## src/rtl/iob_pkg.sv

```systemverilog
package iob_pkg;

  // line vector bit positions
  localparam int unsigned SIDE_HOST = 0;
  localparam int unsigned SIDE_CARD = 1;

  // internal controller states
  typedef enum logic [2:0] {
    ST_IDLE  = 3'd0,
    ST_HOST  = 3'd1,
    ST_CARD  = 3'd2,
    ST_GAP   = 3'd3,
    ST_PULSE = 3'd4
  } ctrl_st_e;

  // externally visible transfer code
  typedef enum logic [1:0] {
    XS_IDLE   = 2'd0,
    XS_HOST   = 2'd1,
    XS_CARD   = 2'd2,
    XS_PULLUP = 2'd3
  } xfer_st_e;

endpackage

```

## src/rtl/iob_sync.sv

```systemverilog
module iob_sync #(
  parameter int          WIDTH   = 2,
  parameter int          STAGES  = 2,
  parameter logic [WIDTH-1:0] RST_VAL = '1
) (
  input  logic             clk,
  input  logic             rst_n,
  input  logic [WIDTH-1:0] d_i,
  output logic [WIDTH-1:0] q_o
);

  logic [STAGES-1:0][WIDTH-1:0] stage_q;
  logic [STAGES-1:0][WIDTH-1:0] stage_d;

  always_comb begin
    stage_d[0] = d_i;
    for (int s = 1; s < STAGES; s++) begin
      stage_d[s] = stage_q[s-1];
    end
  end

  always_ff @(posedge clk or negedge rst_n) begin
    if (!rst_n) begin
      for (int s = 0; s < STAGES; s++) begin
        stage_q[s] <= RST_VAL;
      end
    end else begin
      stage_q <= stage_d;
    end
  end

  assign q_o = stage_q[STAGES-1];

endmodule

```

## src/rtl/iob_fall_det.sv

```systemverilog
module iob_fall_det #(
  parameter int WIDTH = 2
) (
  input  logic             clk,
  input  logic             rst_n,
  input  logic [WIDTH-1:0] lvl_i,
  input  logic [WIDTH-1:0] arm_i,
  output logic [WIDTH-1:0] fall_o
);

  logic [WIDTH-1:0] prev_q;

  always_ff @(posedge clk or negedge rst_n) begin
    if (!rst_n) prev_q <= '1;
    else        prev_q <= lvl_i;
  end

  generate
    for (genvar i = 0; i < WIDTH; i++) begin : g_lane
      assign fall_o[i] = prev_q[i] & ~lvl_i[i] & arm_i[i];
    end
  endgenerate

  // a lane cannot report a fall on two consecutive cycles
  no_double_fall_chk: assert property (@(posedge clk) disable iff (!rst_n)
    (|fall_o) |=> ((fall_o & $past(fall_o)) == '0));

endmodule

```

## src/rtl/iob_timer.sv

```systemverilog
module iob_timer #(
  parameter int CW = 4
) (
  input  logic          clk,
  input  logic          rst_n,
  input  logic          load_i,
  input  logic [CW-1:0] load_val_i,
  input  logic          dec_i,
  output logic          zero_o
);

  logic [CW-1:0] cnt_q, cnt_d;

  always_comb begin
    cnt_d = cnt_q;
    if (load_i)     cnt_d = load_val_i;
    else if (dec_i) cnt_d = cnt_q - 1'b1;
  end

  always_ff @(posedge clk or negedge rst_n) begin
    if (!rst_n) cnt_q <= '0;
    else        cnt_q <= cnt_d;
  end

  assign zero_o = (cnt_q == '0);

  // the controller never decrements an expired count
  no_underflow_chk: assert property (@(posedge clk) disable iff (!rst_n)
    (dec_i && !load_i) |-> (cnt_q != '0));

endmodule

```

## src/rtl/iob_ctrl.sv

```systemverilog
module iob_ctrl
  import iob_pkg::*;
#(
  parameter int TD_CYC = 8,
  parameter int TW_CYC = 4,
  parameter int CW     = 4
) (
  input  logic          clk,
  input  logic          rst_n,
  input  logic [1:0]    lvl_i,
  input  logic [1:0]    fall_i,
  input  logic          tmr_zero_i,
  output logic          tmr_load_o,
  output logic [CW-1:0] tmr_val_o,
  output logic          tmr_dec_o,
  output logic [1:0]    arm_o,
  output logic [1:0]    pd_o,
  output logic [1:0]    pu_o,
  output logic [1:0]    xfer_st_o
);

  localparam logic [CW-1:0] TD_LD = CW'(TD_CYC);
  localparam logic [CW-1:0] TW_LD = CW'(TW_CYC - 1);

  ctrl_st_e st_q, st_d;
  logic     fwd_q, fwd_d;
  logic     cmst_q, cmst_d;
  logic     mst_hi;

  assign mst_hi = cmst_q ? lvl_i[SIDE_CARD] : lvl_i[SIDE_HOST];

  always_comb begin
    st_d       = st_q;
    fwd_d      = fwd_q;
    cmst_d     = cmst_q;
    tmr_load_o = 1'b0;
    tmr_val_o  = TD_LD;
    tmr_dec_o  = 1'b0;
    unique case (st_q)
      ST_IDLE: begin
        if (fall_i[SIDE_CARD]) begin
          st_d       = ST_CARD;
          cmst_d     = 1'b1;
          fwd_d      = 1'b0;
          tmr_load_o = 1'b1;
        end else if (fall_i[SIDE_HOST]) begin
          st_d       = ST_HOST;
          cmst_d     = 1'b0;
          fwd_d      = 1'b0;
          tmr_load_o = 1'b1;
        end
      end
      ST_HOST, ST_CARD: begin
        if (mst_hi) begin
          st_d  = ST_GAP;
          fwd_d = 1'b0;
        end else if (!tmr_zero_i) begin
          tmr_dec_o = 1'b1;
        end else begin
          fwd_d = 1'b1;
        end
      end
      ST_GAP: begin
        st_d       = ST_PULSE;
        tmr_load_o = 1'b1;
        tmr_val_o  = TW_LD;
      end
      ST_PULSE: begin
        if (tmr_zero_i) st_d = ST_IDLE;
        else            tmr_dec_o = 1'b1;
      end
      default: st_d = ST_IDLE;
    endcase
  end

  always_ff @(posedge clk or negedge rst_n) begin
    if (!rst_n) begin
      st_q   <= ST_IDLE;
      fwd_q  <= 1'b0;
      cmst_q <= 1'b0;
    end else begin
      st_q   <= st_d;
      fwd_q  <= fwd_d;
      cmst_q <= cmst_d;
    end
  end

  // edge sensing only while no transfer owns the lines
  assign arm_o[SIDE_HOST] = (st_q == ST_IDLE);
  assign arm_o[SIDE_CARD] = (st_q == ST_IDLE);

  assign pd_o[SIDE_HOST] = (st_q == ST_CARD) & fwd_q;
  assign pd_o[SIDE_CARD] = (st_q == ST_HOST) & fwd_q;
  assign pu_o[SIDE_HOST] = (st_q == ST_PULSE) &  cmst_q;
  assign pu_o[SIDE_CARD] = (st_q == ST_PULSE) & ~cmst_q;

  always_comb begin
    unique case (st_q)
      ST_IDLE:           xfer_st_o = XS_IDLE;
      ST_HOST:           xfer_st_o = XS_HOST;
      ST_CARD:           xfer_st_o = XS_CARD;
      ST_GAP, ST_PULSE:  xfer_st_o = XS_PULLUP;
      default:           xfer_st_o = XS_IDLE;
    endcase
  end


  tie_card_wins_chk: assert property (@(posedge clk) disable iff (!rst_n)
    (st_q == ST_IDLE && fall_i[SIDE_HOST] && fall_i[SIDE_CARD]) |=> (st_q == ST_CARD));


  host_lock_chk: assert property (@(posedge clk) disable iff (!rst_n)
    (st_q == ST_HOST && !lvl_i[SIDE_HOST]) |=> (st_q == ST_HOST));


  card_lock_chk: assert property (@(posedge clk) disable iff (!rst_n)
    (st_q == ST_CARD && !lvl_i[SIDE_CARD]) |=> (st_q == ST_CARD));


  card_gap_chk: assert property (@(posedge clk) disable iff (!rst_n)
    $fell(pd_o[SIDE_CARD]) |-> !pu_o[SIDE_CARD]);


  card_pulse_follow_chk: assert property (@(posedge clk) disable iff (!rst_n)
    $fell(pd_o[SIDE_CARD]) |=> pu_o[SIDE_CARD]);


  host_gap_chk: assert property (@(posedge clk) disable iff (!rst_n)
    $fell(pd_o[SIDE_HOST]) |-> !pu_o[SIDE_HOST]);


  host_pulse_follow_chk: assert property (@(posedge clk) disable iff (!rst_n)
    $fell(pd_o[SIDE_HOST]) |=> pu_o[SIDE_HOST]);

endmodule

```

## src/rtl/io_line_bridge.sv

```systemverilog
module io_line_bridge
  import iob_pkg::*;
#(
  parameter int TD_CYC      = 8,
  parameter int TW_CYC      = 4,
  parameter int SYNC_STAGES = 2
) (
  input  logic       clk,
  input  logic       rst_n,
  input  logic       host_line_i,
  input  logic       card_line_i,
  output logic       host_pd_o,
  output logic       host_pu_o,
  output logic       card_pd_o,
  output logic       card_pu_o,
  output logic [1:0] xfer_state_o
);

  localparam int CNT_MAX = (TD_CYC > TW_CYC) ? TD_CYC : TW_CYC;
  localparam int CW      = (CNT_MAX < 2) ? 1 : $clog2(CNT_MAX + 1);

  logic          rst_ok_n;
  logic [1:0]    line_raw, line_s, fall, arm, pd, pu;
  logic          tmr_load, tmr_dec, tmr_zero;
  logic [CW-1:0] tmr_val;

  // asynchronous assertion, synchronous release
  iob_sync #(.WIDTH(1), .STAGES(2), .RST_VAL(1'b0)) u_rst_sync (
    .clk   (clk),
    .rst_n (rst_n),
    .d_i   (1'b1),
    .q_o   (rst_ok_n)
  );

  assign line_raw[SIDE_HOST] = host_line_i;
  assign line_raw[SIDE_CARD] = card_line_i;

  iob_sync #(.WIDTH(2), .STAGES(SYNC_STAGES), .RST_VAL(2'b11)) u_line_sync (
    .clk   (clk),
    .rst_n (rst_ok_n),
    .d_i   (line_raw),
    .q_o   (line_s)
  );

  iob_fall_det #(.WIDTH(2)) u_fall (
    .clk    (clk),
    .rst_n  (rst_ok_n),
    .lvl_i  (line_s),
    .arm_i  (arm),
    .fall_o (fall)
  );

  iob_timer #(.CW(CW)) u_timer (
    .clk        (clk),
    .rst_n      (rst_ok_n),
    .load_i     (tmr_load),
    .load_val_i (tmr_val),
    .dec_i      (tmr_dec),
    .zero_o     (tmr_zero)
  );

  iob_ctrl #(.TD_CYC(TD_CYC), .TW_CYC(TW_CYC), .CW(CW)) u_ctrl (
    .clk        (clk),
    .rst_n      (rst_ok_n),
    .lvl_i      (line_s),
    .fall_i     (fall),
    .tmr_zero_i (tmr_zero),
    .tmr_load_o (tmr_load),
    .tmr_val_o  (tmr_val),
    .tmr_dec_o  (tmr_dec),
    .arm_o      (arm),
    .pd_o       (pd),
    .pu_o       (pu),
    .xfer_st_o  (xfer_state_o)
  );

  assign host_pd_o = pd[SIDE_HOST];
  assign card_pd_o = pd[SIDE_CARD];
  assign host_pu_o = pu[SIDE_HOST];
  assign card_pu_o = pu[SIDE_CARD];


  one_drive_chk: assert property (@(posedge clk) disable iff (!rst_ok_n)
    $onehot0({host_pd_o, host_pu_o, card_pd_o, card_pu_o}));


  host_master_quiet_chk: assert property (@(posedge clk) disable iff (!rst_ok_n)
    (xfer_state_o == XS_HOST) |-> (!host_pd_o && !host_pu_o));


  card_master_quiet_chk: assert property (@(posedge clk) disable iff (!rst_ok_n)
    (xfer_state_o == XS_CARD) |-> (!card_pd_o && !card_pu_o));


  pulse_end_idle_chk: assert property (@(posedge clk) disable iff (!rst_ok_n)
    ($fell(host_pu_o) || $fell(card_pu_o)) |-> (xfer_state_o == XS_IDLE));

endmodule

```

## config.mk

```make
export PLATFORM = sky130hd
export DESIGN_NAME = io_line_bridge
export DESIGN_NICKNAME = d
export VERILOG_FILES = /design/src/rtl/iob_pkg.sv /design/src/rtl/iob_sync.sv /design/src/rtl/iob_fall_det.sv /design/src/rtl/iob_timer.sv /design/src/rtl/iob_ctrl.sv /design/src/rtl/io_line_bridge.sv
export SDC_FILE = /design/constraint.sdc
export NUM_CORES = 1
export LEC_CHECK = 0
export CORE_MARGIN = 5
export CORE_UTILIZATION = 55
export CTS_BUF_LIST = sky130_fd_sc_hd__clkbuf_4 sky130_fd_sc_hd__clkbuf_8
export DETAILED_ROUTE_END_ITERATION = 10
export GPL_ROUTABILITY_DRIVEN = 0
export GPL_TIMING_DRIVEN = 0
export PLACE_DENSITY = 0.76
export SETUP_SLACK_MARGIN = 0.3
export SLEW_MARGIN = 20
export SYNTH_ARGS = -nofsm -noshare
export SYNTH_HDL_FRONTEND = slang
export SYNTH_SLANG_ARGS = --single-unit
```

## constraint.sdc

```tcl
create_clock -name clk -period 2.7 [get_ports clk]
set_input_delay 0.27 -clock clk [delete_from_list [all_inputs] [get_ports clk]]
set_output_delay 0.27 -clock clk [all_outputs]
set_load 0.1 [all_outputs]
```

Yosys cells after proc, flatten, opt, wreduce, memory -nomap -nowiden
Index checks and enable logic that the tools add are counted.
Operators by class
  add/sub/neg operators: 1
  reduce and logical (&&, ||, !) cells: 10
  muxes and demuxes: 22
  eq/ne operators: 8
  bitwise logic cells: 11
Operators by type and width (number)
  two-way mux 3 bit: 4
  two-way mux 4 bit: 3
  one-hot mux 3 bit (4 select lines): 1
  two-way mux 1 bit: 10
  bitwise AND 1 bit: 8
  equality test 3 x 2 -> 1 bit (second input constant): 2
  one-hot mux 1 bit (2 select lines): 3
  one-hot mux 2 bit (3 select lines): 1
  AND reduction 3 bit: 2
  nonzero test 2 bit: 3
  logical NOT 4 bit: 1
  != test 2 x 1 -> 1 bit (second input constant): 2
  OR reduction 2 bit: 2
  subtractor 4 x 1 -> 4 bit (second input constant): 1
  equality test 3 x 1 -> 1 bit (second input constant): 1
  equality test 3 bit (second input constant): 1
  logical NOT 3 bit: 1
  != test 3 x 1 -> 1 bit (second input constant): 1
  != test 3 bit (second input constant): 1
  inverter 1 bit: 3
  AND reduction 2 bit: 1
Storage, ports and cells
  register bits after elaboration: 17
  word-level logic and storage cells: 61
  bits of input ports: 4
  output and inout bits: 6

Logic depth before layout (Yosys ltp)
Gate-level depths: netlist (run 1).
  word-level depth: 7
  mapped depth: 6
  mapped depth without buffers: 6

Modules after synthesis
A second synthesis (run 1) with hierarchy kept.
Second synthesis, totals
  cells, all modules: 80
  area total of the unflattened synthesis: 847.1 um^2
By module, submodules not included
  iob_ctrl: instances 1, cells each 48, sequential area each 125.1 um^2, area an instance 387.9 um^2
  iob_timer: instances 1, cells each 21, sequential area each 100.1 um^2, area an instance 230.2 um^2
  iob_sync at u_line_sync: instances 1, cells each 4, sequential area each 105.1 um^2, area an instance 105.1 um^2
  iob_fall_det: instances 1, cells each 4, sequential area each 52.6 um^2, area an instance 70.1 um^2
  iob_sync at u_rst_sync: instances 1, cells each 2, sequential area each 50.0 um^2, area an instance 50.0 um^2
  io_line_bridge: instances 1, cells each 1, sequential area each 0.0 um^2, area an instance 3.8 um^2

Worst setup path after synthesis (run 1)
OpenSTA, ideal clock, no wires.
  path type: register -> output
  start: reg u_ctrl.st_q[0]
  end: out card_pd_o
  required time: 2.430 ns
  setup slack: -1.217 ns
  stages on the path, launching flop included: 4
  path buffers: 1
  arrival time: 3.647 ns
  cells stage by stage: dfrtp_1 -> buf_2 -> inv_1 -> nor4b_1
Between the ends
  cells in the longest elaborated chain, start to end: 2
Ends and longest elaborated chain
  from (decl): line iob_ctrl.sv:25  | ctrl_st_e st_q, st_d;
  from (signal assigned): line iob_ctrl.sv:82  | st_q <= st_d;
  equality test 3 x 1 -> 1 bit: line iob_ctrl.sv:93  | assign pd_o[SIDE_CARD] = (st_q == ST_HOST) & fwd_q;
  bitwise AND 1 bit: line iob_ctrl.sv:93
  to (decl): line io_line_bridge.sv:14  | output logic card_pd_o,
Every way passes these cells.

Worst setup path after layout (run 1)
  start: reg u_ctrl.st_q[0]
  end: out xfer_state_o[0]
Between the ends
  cells in the longest elaborated chain, start to end: 3
Ends and longest elaborated chain
  equality test 3 x 2 -> 1 bit or equality test 3 bit (tied branches): line iob_ctrl.sv:98  | unique case (st_q)
  OR reduction 2 bit: line iob_ctrl.sv:98
  one-hot mux 2 bit (3 select lines) *: line iob_ctrl.sv:98
  to (decl): line io_line_bridge.sv:16  | output logic [1:0] xfer_state_o
Every way passes the cells marked *; elsewhere a longest branch is shown, timed or not.

==> flow_metrics.env, run 1 <==
export IMPL_design_area_sq_mm=0.00105
export IMPL_setup_viol=0
export IMPL_routed_wl_mm=1.63
export IMPL_min_period_ns=2.29
export IMPL_crit_required_ns=2.43
export IMPL_cts_inserted_buffers=3
export IMPL_grt_ovfl_total=0
export IMPL_post_cts_setup_buffers=0
export IMPL_powerDensity_mw_per_mm2=1240
export IMPL_path_clk_slew_ns=0.09
export IMPL_yosys_area_top_type="dfrtp_1"
export IMPL_viasPerCell=6.08
export IMPL_ys_flop_type="dfrtp_1"
export IMPL_power_total_mw=1.31
export IMPL_syn_num_nets=82
export IMPL_grt_use_total_pct=15.2
export IMPL_synth_seq_area_share_pct=48.6
export IMPL_place_area_sq_mm=0.00102
export IMPL_fp_dieW_microns=50.2
export IMPL_layout_drive_gt1_share_pct=34.4
export IMPL_dr_pass1_iters=4
export IMPL_worstSetupPathType="flop to output port"
export IMPL_synth_seq_cells=17
export IMPL_max_slew_margin_pct=36.6
export IMPL_finalSetupTns_ns=0
export IMPL_fin_crit_sh_pct=84.8
export IMPL_netlist_area_leader_share_pct=30.9
export IMPL_antenna_found_initial=0
export IMPL_syn_avg_cell_area_sq_um=11.6
export IMPL_fmax_mhz=437
export IMPL_leakage_nw=0.447
export IMPL_cp_end_kind="output port"
export IMPL_start_util_pct=58.5
export IMPL_async_flop_share_pct=100
export IMPL_yosysMostFrequentCell="dfrtp_1"
export IMPL_place_hpwl_mm=1.20
export IMPL_synthCells=77
export IMPL_start_kind="flop"
export IMPL_crit_fanout=9
export IMPL_grt_pass1_vias=658
export IMPL_r2r_cells=6
export IMPL_fin_hold_ws_ns=0.133
export IMPL_antenna_left=0
export IMPL_ys_warn_count=0
export IMPL_fin_ws_ns=0.410
export IMPL_h_tree_depth=1
export IMPL_critPathArrivalTime_ns=2.02
export IMPL_worstSkewPairLatency_ns=0.28
export IMPL_place_ws_ns=0.104
export IMPL_grt_pass1_wl_mm=2.99
export IMPL_drcViolationCount=0
export IMPL_worstMarginPinSlew_ns=0.955
export IMPL_rsz0062_at_grt="false"
export IMPL_cts_sinks=17
export IMPL_core_area_sq_mm=0.00152
export IMPL_finalMaxSlewViolations=0
export IMPL_syn_to_final_growth_pct=18.0
export IMPL_grt_max_degree=16
export IMPL_vias=645
export IMPL_die_y_microns=50.2
export IMPL_min_path_type="input pin to async pin"
export IMPL_maxCapViolations=0
export IMPL_cts_root_buffer="clkbuf_4"
export IMPL_drt_iter0_markers=10
export IMPL_cts_tree="done"
export IMPL_wl_per_cell_microns=15.4
export IMPL_synth_top_cells_by_count="dfrtp_1, dfstp_2, inv_1, o21ai_0"
export IMPL_ys_top_cells_by_area="dfrtp_1, dfstp_2, buf_6"
export IMPL_netlist_area_sq_um=891
export IMPL_synth_cell_type_count=38
export IMPL_ios=10
export IMPL_port_buffer_count=9
export IMPL_clock_path_buffers=2
export IMPL_finalHoldViolations=0
export IMPL_die_area_sq_mm=0.00252
export IMPL_synth_edff_count=0
export IMPL_status="complete, no violations"
export IMPL_ir_worst_vdd_v=0.000603
export IMPL_rows=14
export IMPL_diodes=0
export IMPL_final_nets=96
export IMPL_finalClockSkew_ns=0.000753
## timing repair
item,in CTS,in global routing
gates resized for setup,14,2
endpoints found under the setup margin,6,2
hold buffers,0,0
## cell usage in the layout (no fill, tap or decap), drive strengths merged
master | Yosys | layout
dfrtp | 11 | 11
dfstp | 6 | 6
o21ai | 6 | 6
inv | 5 | 5
nand3 | 5 | 5
clkbuf | 0 | 4
buf | 4 | 4
clkdlybuf4s15 | 0 | 4
nor2 | 4 | 4
a21oi | 3 | 3
o22a | 3 | 3
clkdlybuf4s50 | 0 | 3
nor4b | 2 | 2
nand2b | 2 | 2
a211oi | 2 | 2
nand3b | 2 | 2
or3 | 2 | 2
nor3b | 2 | 2
or3b | 1 | 1
mux2 | 1 | 1
xnor2 | 1 | 1
nor3 | 1 | 1
and2b | 1 | 1
nor2b | 1 | 1
o32ai | 1 | 1
or2 | 1 | 1
nand2 | 1 | 1
o31ai | 1 | 1
a211o | 1 | 1
o41ai | 1 | 1
mux2i | 1 | 1
nand4b | 1 | 1
a31oi | 1 | 1
a31o | 1 | 1
ha | 1 | 1
dlygate4sd2 | 0 | 1
clkdlybuf4s18 | 0 | 1
conb | 1 | 1
## flip-flops by register name, summed over array words and instances (netlist names)
register             flops
u_fall.prev_q            2
u_rst_sync.q_o           1
u_ctrl.st_q              3
u_line_sync.q_o          2
u_ctrl.cmst_q            1
u_line_sync.stage_d      2
u_rst_sync.stage_d       1
u_timer.cnt_q            4
u_ctrl.fwd_q             1
## area by class of cell
cell class | count | area, sq um
fill | 119 | 473
sequential | 17 | 433
multi-input combinational | 51 | 418
timing repair buffer | 9 | 92.6
buffer | 4 | 38.8
clock buffer | 4 | 30.0
tap | 16 | 20.0
inverter | 5 | 18.8
## critical path, stage by stage (launching register included)
cell	delay [ns]
dfrtp_1	0.37
buf_2	0.18
or3b_1	0.38
buf_6	0.16
o21ai_1	0.08
clkdlybuf4s18_2	0.56
## path summary, 6_finish.rpt
check,from,endpoint,slack [ns]
worst max register to register,u_timer.cnt_q[0],u_ctrl.st_q[0],1.02
worst min register to register,u_rst_sync.q_o,u_timer.cnt_q[0],0.24
worst min-delay path,rst_n,u_rst_sync.stage_d[1],0.13
min in group clk,u_line_sync.stage_d[2],u_line_sync.q_o[0],0.36
worst max-delay path,u_ctrl.st_q[0],xfer_state_o[0],0.41
max in group asynchronous,u_rst_sync.q_o,u_timer.cnt_q[3],2.08
## cells by family after synthesis
group / synth area share (%)
compound gates: 18.8
xor+xnor: 1.83
fa+ha+maj: 1.40
buf+inv: 6.46
flops: 48.6
mux: 2.81
other cells: 0.421
simple gates: 19.7
## per-layer routing
layer | share of wire [%] | track usage, %
met5 | 0 | 0
met4 | 0.74 | 8.73
met3 | 4.8 | 2.07
met2 | 50 | 24.5
met1 | 44 | 19.3
## metrics by stage
stage,std cells,utilization (%)
after CTS,106,69.0
after global placement,102,66.8
after global routing,106,69.0
final,106,69.0
after floorplan,77,-
after detailed placement,102,66.8
## power by group
group	switching [mW]	internal [mW]	total, mW
Sequential	0.0493	0.324	0.374
Combinational	0.501	0.287	0.788
Clock	0.0762	0.0674	0.144
Power figures use the tool's default switching activity.
==> inputs of run 2 (changes only) <==
--- a/config.mk
+++ b/config.mk
@@ -6,12 +6,12 @@
 export NUM_CORES = 1
 export LEC_CHECK = 0
 export CORE_MARGIN = 5
-export CORE_UTILIZATION = 55
+export CORE_UTILIZATION = 51
 export CTS_BUF_LIST = sky130_fd_sc_hd__clkbuf_4 sky130_fd_sc_hd__clkbuf_8
 export DETAILED_ROUTE_END_ITERATION = 10
 export GPL_ROUTABILITY_DRIVEN = 0
 export GPL_TIMING_DRIVEN = 0
-export PLACE_DENSITY = 0.76
+export PLACE_DENSITY = 0.74
 export SETUP_SLACK_MARGIN = 0.3
 export SLEW_MARGIN = 20
 export SYNTH_ARGS = -nofsm -noshare
==> constraint.sdc (replaced) <==
create_clock -name clk -period 1.83 [get_ports clk]
set_input_delay 0.183 -clock clk [delete_from_list [all_inputs] [get_ports clk]]
set_output_delay 0.183 -clock clk [all_outputs]
set_load 0.1 [all_outputs]
==> flow_metrics.env, run 2 (same netlist as run 1, synthesis figures left out) <==
export IMPL_antenna_found_initial=0
export IMPL_grt_max_degree=16
export IMPL_die_area_sq_mm=0.00268
export IMPL_p_int_mw=1.39
export IMPL_layout_commonest_cell="buf_4"
export IMPL_clock_path_buffers=2
export IMPL_layout_drive_gt1_share_pct=56.6
export IMPL_leakage_nw=0.569
export IMPL_ios=10
export IMPL_status="complete, no violations"
export IMPL_fp_dieW_microns=51.8
export IMPL_die_y_microns=51.8
export IMPL_crit_required_ns=1.65
export IMPL_largest_register="u_timer.cnt_q"
export IMPL_crit_fanout=5
export IMPL_routed_wl_mm=2.03
export IMPL_combPwrFrac_pct=70.0
export IMPL_fmax_mhz=551
export IMPL_rsz0062_at_grt="true"
export IMPL_finalHoldViolations=0
export IMPL_drt_iter0_markers=18
export IMPL_antenna_left=0
export IMPL_port_buffer_count=9
export IMPL_vias=712
export IMPL_viasPerCell=5.79
export IMPL_seq_power_share_pct=22.3
export IMPL_layout_common_cells="buf_4, dfrtp_1, buf_6"
export IMPL_cts_root_buffer="clkbuf_4"
export IMPL_power_share_clock_pct=7.7
export IMPL_ir_worst_vdd_v=0.000953
export IMPL_largest_reg_flops=4
export IMPL_ctsHoldBuffers=0
export IMPL_place_hpwl_mm=1.22
export IMPL_h_tree_depth=1
export IMPL_min_period_ns=1.81
export IMPL_grt_use_total_pct=18.3
export IMPL_wl_per_cell_microns=16.5
export IMPL_min_path_type="input pin to async pin"
export IMPL_max_slew_margin_pct=59.8
export IMPL_setup_viol=0
export IMPL_rows=15
export IMPL_worstSkewPairLatency_ns=0.28
export IMPL_cts_sinks=17
export IMPL_finalMaxSlewViolations=0
export IMPL_cp_end_kind="output port"
export IMPL_worstSetupPathType="flop to output port"
export IMPL_power_share_switching_pct=45.6
export IMPL_power_total_mw=2.55
export IMPL_final_nets=112
export IMPL_grt_ovfl_total=0
export IMPL_finalClockSkew_ns=0.00182
export IMPL_cts_inserted_buffers=3
export IMPL_power_switching_mw=1.16
export IMPL_worstMarginPinSlew_ns=0.602
export IMPL_core_area_sq_mm=0.00169
export IMPL_drcViolationCount=0
export IMPL_dr_pass1_iters=4
export IMPL_path_clk_slew_ns=0.10
export IMPL_cts_tree="done"
export IMPL_place_area_sq_mm=0.00106
export IMPL_powerDensity_mw_per_mm2=1900
export IMPL_fin_crit_sh_pct=99.1
export IMPL_start_util_pct=52.7
export IMPL_syn_to_final_growth_pct=50.8
export IMPL_maxCapViolations=0
export IMPL_design_area_sq_mm=0.00134
export IMPL_start_kind="flop"
export IMPL_grt_pass1_vias=792
export IMPL_critPathArrivalTime_ns=1.63
export IMPL_diodes=0
export IMPL_grt_pass1_wl_mm=3.60
export IMPL_reg_largest_list="u_timer.cnt_q x4, u_ctrl.st_q x3"
-- run 2: stage by stage --
stage               TNS, ns  setup WS (ns)  cells  utilization (%)  hold slack, ns
floorplan                 0         0.0465     77                -          -0.113
detailed placement    -3.13         -0.633    103             63.0           0.266
global route         -0.136        -0.0437    123             79.6          0.0317
CTS                       0         0.0285    120             75.9          0.0354
finish                    0         0.0161    123             79.6          0.0444
global placement      -2.95         -0.610    103             63.0           0.251
-- run 2: critical path, stage by stage, from the launching register on --
cell,delay (ns)
dfrtp_1,0.41
buf_6,0.13
or3b_4,0.37
buf_6,0.15
nor2_4,0.10
buf_12,0.18
-- run 2: per-layer routing --
layer / track usage [%] / vias up / routed length [microns]
li1: - / 336 / -
met1: 20.9 / 351 / 801
met2: 34.1 / 21 / 1090
met3: 2.87 / 4 / 103
met4: 6.55 / 0 / 39
met5: 0 / - / 0
-- run 2: power by group through the flow --
stage	clock network, mW	registers, mW	logic, mW
2_1_floorplan	0	0.548	1.05
3_3_place_gp	0	0.560	1.22
3_5_place_dp	0	0.569	1.25
4_1_cts	0.205	0.567	1.64
5_1_grt	0.227	0.584	1.90
6_report	0.196	0.570	1.79
-- run 2: path summary, 6_finish.rpt --
path,to,startpoint,cells after the start,slack (ns)
hold / removal,u_rst_sync.stage_d[1],rst_n,1,0.04
min in group clk,u_line_sync.stage_d[3],card_line_i,1,0.29
setup reg to reg,u_timer.cnt_q[0],u_ctrl.st_q[2],7,0.10
setup / recovery,card_pu_o,u_ctrl.st_q[2],5,0.02
hold reg to reg,u_ctrl.st_q[2],u_rst_sync.q_o,0,0.25
max in group asynchronous,u_ctrl.fwd_q,u_rst_sync.q_o,0,1.19
-- run 2: area by class of cell --
class	instances	area, sq um
Multi-Input combinational cell	51	528
Sequential cell	17	433
Fill cell	108	345
Timing Repair Buffer	25	268
Buffer	4	45.0
Clock buffer	3	22.5
Inverter	5	21.3
Tap cell	17	21.3
Clock inverter	1	5.00
-- run 2: what timing repair did --
action | 4_1_cts | 5_1_grt
pin swaps | 3 | 1
buffers inserted | 13 | 3
setup endpoints to repair | 13 | 15
resized for setup | 59 | 10
gates cloned | 0 | 0
==> inputs of run 3 (changes only) <==
==> constraint.sdc (replaced) <==
create_clock -name clk -period 1.83 [get_ports clk]
set_input_delay 0.183 -clock clk [delete_from_list [all_inputs] [get_ports clk]]
set_output_delay 0.183 -clock clk [all_outputs]
set_load 0.02 [all_outputs]
==> flow_metrics.env, run 3 (same netlist as run 1, synthesis figures left out) <==
export IMPL_status="complete, no violations"
export IMPL_ir_worst_vdd_v=0.000877
export IMPL_finalSetupTns_ns=0
export IMPL_reg_largest_list="u_timer.cnt_q x4, u_ctrl.st_q x3"
export IMPL_grt_pass1_wl_mm=2.99
export IMPL_drcViolationCount=0
export IMPL_grt_use_total_pct=15.6
export IMPL_largest_register="u_timer.cnt_q"
export IMPL_die_y_microns=51.8
export IMPL_die_area_sq_mm=0.00268
export IMPL_multiInputGateArea_sq_um=498
export IMPL_grt_max_degree=16
export IMPL_cp_end_kind="output port"
export IMPL_max_slew_margin_pct=59.3
export IMPL_layout_drive_gt1_share_pct=51.0
export IMPL_place_hpwl_mm=1.07
export IMPL_layout_common_cells="buf_6, dfrtp_1, buf_4"
export IMPL_final_nets=106
export IMPL_grt_ovfl_total=0
export IMPL_fin_crit_sh_pct=95.9
export IMPL_worstMarginPinSlew_ns=0.611
export IMPL_area_sequential_sq_um=433
export IMPL_path_clk_slew_ns=0.11
export IMPL_rows=15
export IMPL_maxCapViolations=0
export IMPL_start_util_pct=52.7
export IMPL_crit_required_ns=1.65
export IMPL_worstSetupPathType="flop to output port"
export IMPL_syn_to_final_growth_pct=36.9
export IMPL_port_buffer_count=9
export IMPL_routed_wl_mm=1.85
export IMPL_final_core_util_pct=72.2
export IMPL_nFillCells=117
export IMPL_diodes=0
export IMPL_drt_iter0_markers=4
export IMPL_cts_tree="done"
export IMPL_clock_path_buffers=2
export IMPL_leakage_nw=0.515
export IMPL_rsz0062_at_grt="true"
export IMPL_fin_ws_ns=0.0756
export IMPL_power_total_mw=2.07
export IMPL_largest_reg_flops=4
export IMPL_powerDensity_mw_per_mm2=1700
export IMPL_worstSkewPairLatency_ns=0.29
export IMPL_fmax_mhz=570
export IMPL_wl_per_cell_microns=15.8
export IMPL_fp_dieW_microns=51.8
export IMPL_h_tree_depth=1
export IMPL_dr_pass1_iters=2
export IMPL_grt_pass1_vias=677
export IMPL_start_kind="flop"
export IMPL_critPathArrivalTime_ns=1.57
export IMPL_cts_sinks=17
export IMPL_antenna_left=0
export IMPL_crit_fanout=10
export IMPL_ios=10
export IMPL_finalHoldViolations=0
export IMPL_finalMaxSlewViolations=0
export IMPL_cts_root_buffer="clkbuf_4"
export IMPL_finalClockSkew_ns=0.00393
export IMPL_place_ws_ns=-0.0868
export IMPL_viasPerCell=5.95
export IMPL_core_area_sq_mm=0.00169
export IMPL_vias=696
export IMPL_setup_viol=0
export IMPL_antenna_found_initial=0
export IMPL_min_path_type="input pin to async pin"
export IMPL_ctsHoldBuffers=0
export IMPL_cts_inserted_buffers=3
export IMPL_min_period_ns=1.75
-- run 3: path summary, 6_finish.rpt --
check | startpoint | endpoint | slack (ns) | cells after the start
worst min-delay path | rst_n | u_rst_sync.stage_d[1] | 0.04 | 1
max in group asynchronous | u_rst_sync.q_o | u_ctrl.st_q[0] | 1.18 | 0
worst max register to register | u_ctrl.st_q[2] | u_timer.cnt_q[2] | 0.11 | 7
worst max-delay path | u_ctrl.st_q[2] | host_pu_o | 0.08 | 5
min in group clk | card_line_i | u_line_sync.stage_d[3] | 0.29 | 1
worst min register to register | u_rst_sync.q_o | u_ctrl.st_q[2] | 0.25 | 0
-- run 3: timing repair --
action	CTS	global route
setup buffers	10	0
endpoints found under the setup margin	13	13
pin swaps	6	6
gates resized for setup	45	18
-- run 3: critical path: stages (launching register included) --
cell	delay (ns)
dfrtp_1	0.35
buf_6	0.17
or3b_1	0.39
buf_6	0.17
nor2_4	0.08
buf_6	0.12
-- run 3: final cells by class --
type,instances,area share [%]
Multi-Input combinational cell,51,40.8
Clock buffer,3,1.85
Timing Repair Buffer,19,14.3
Clock inverter,1,0.615
Inverter,5,1.54
Buffer,4,3.69
Sequential cell,17,35.5
Tap cell,17,1.74
-- run 3: routing by layer --
layer / GRT usage (%) / vias up / routed length [microns]
met5: 0 / - / 0
met2: 26.1 / 16 / 924
met4: 10.9 / 0 / 67
met3: 2.58 / 6 / 54
met1: 17.9 / 348 / 805
li1: - / 326 / -
-- run 3: report_power, final --
part	switching (mW)	total [mW]	internal (mW)
registers	0.0867	0.565	0.478
logic	0.633	1.30	0.665
clock network	0.125	0.208	0.0830
total	0.845	2.07	1.23
-- run 3: through the flow --
step                      std cells  cell area [sq um]  hold slack (ns)
final                           117               1220           0.0374
after global routing            117               1220           0.0149
after CTS                       117               1140           0.0321
after detailed placement        103               1000            0.273
after global placement          103               1000            0.265
after floorplan                  77                891           -0.113
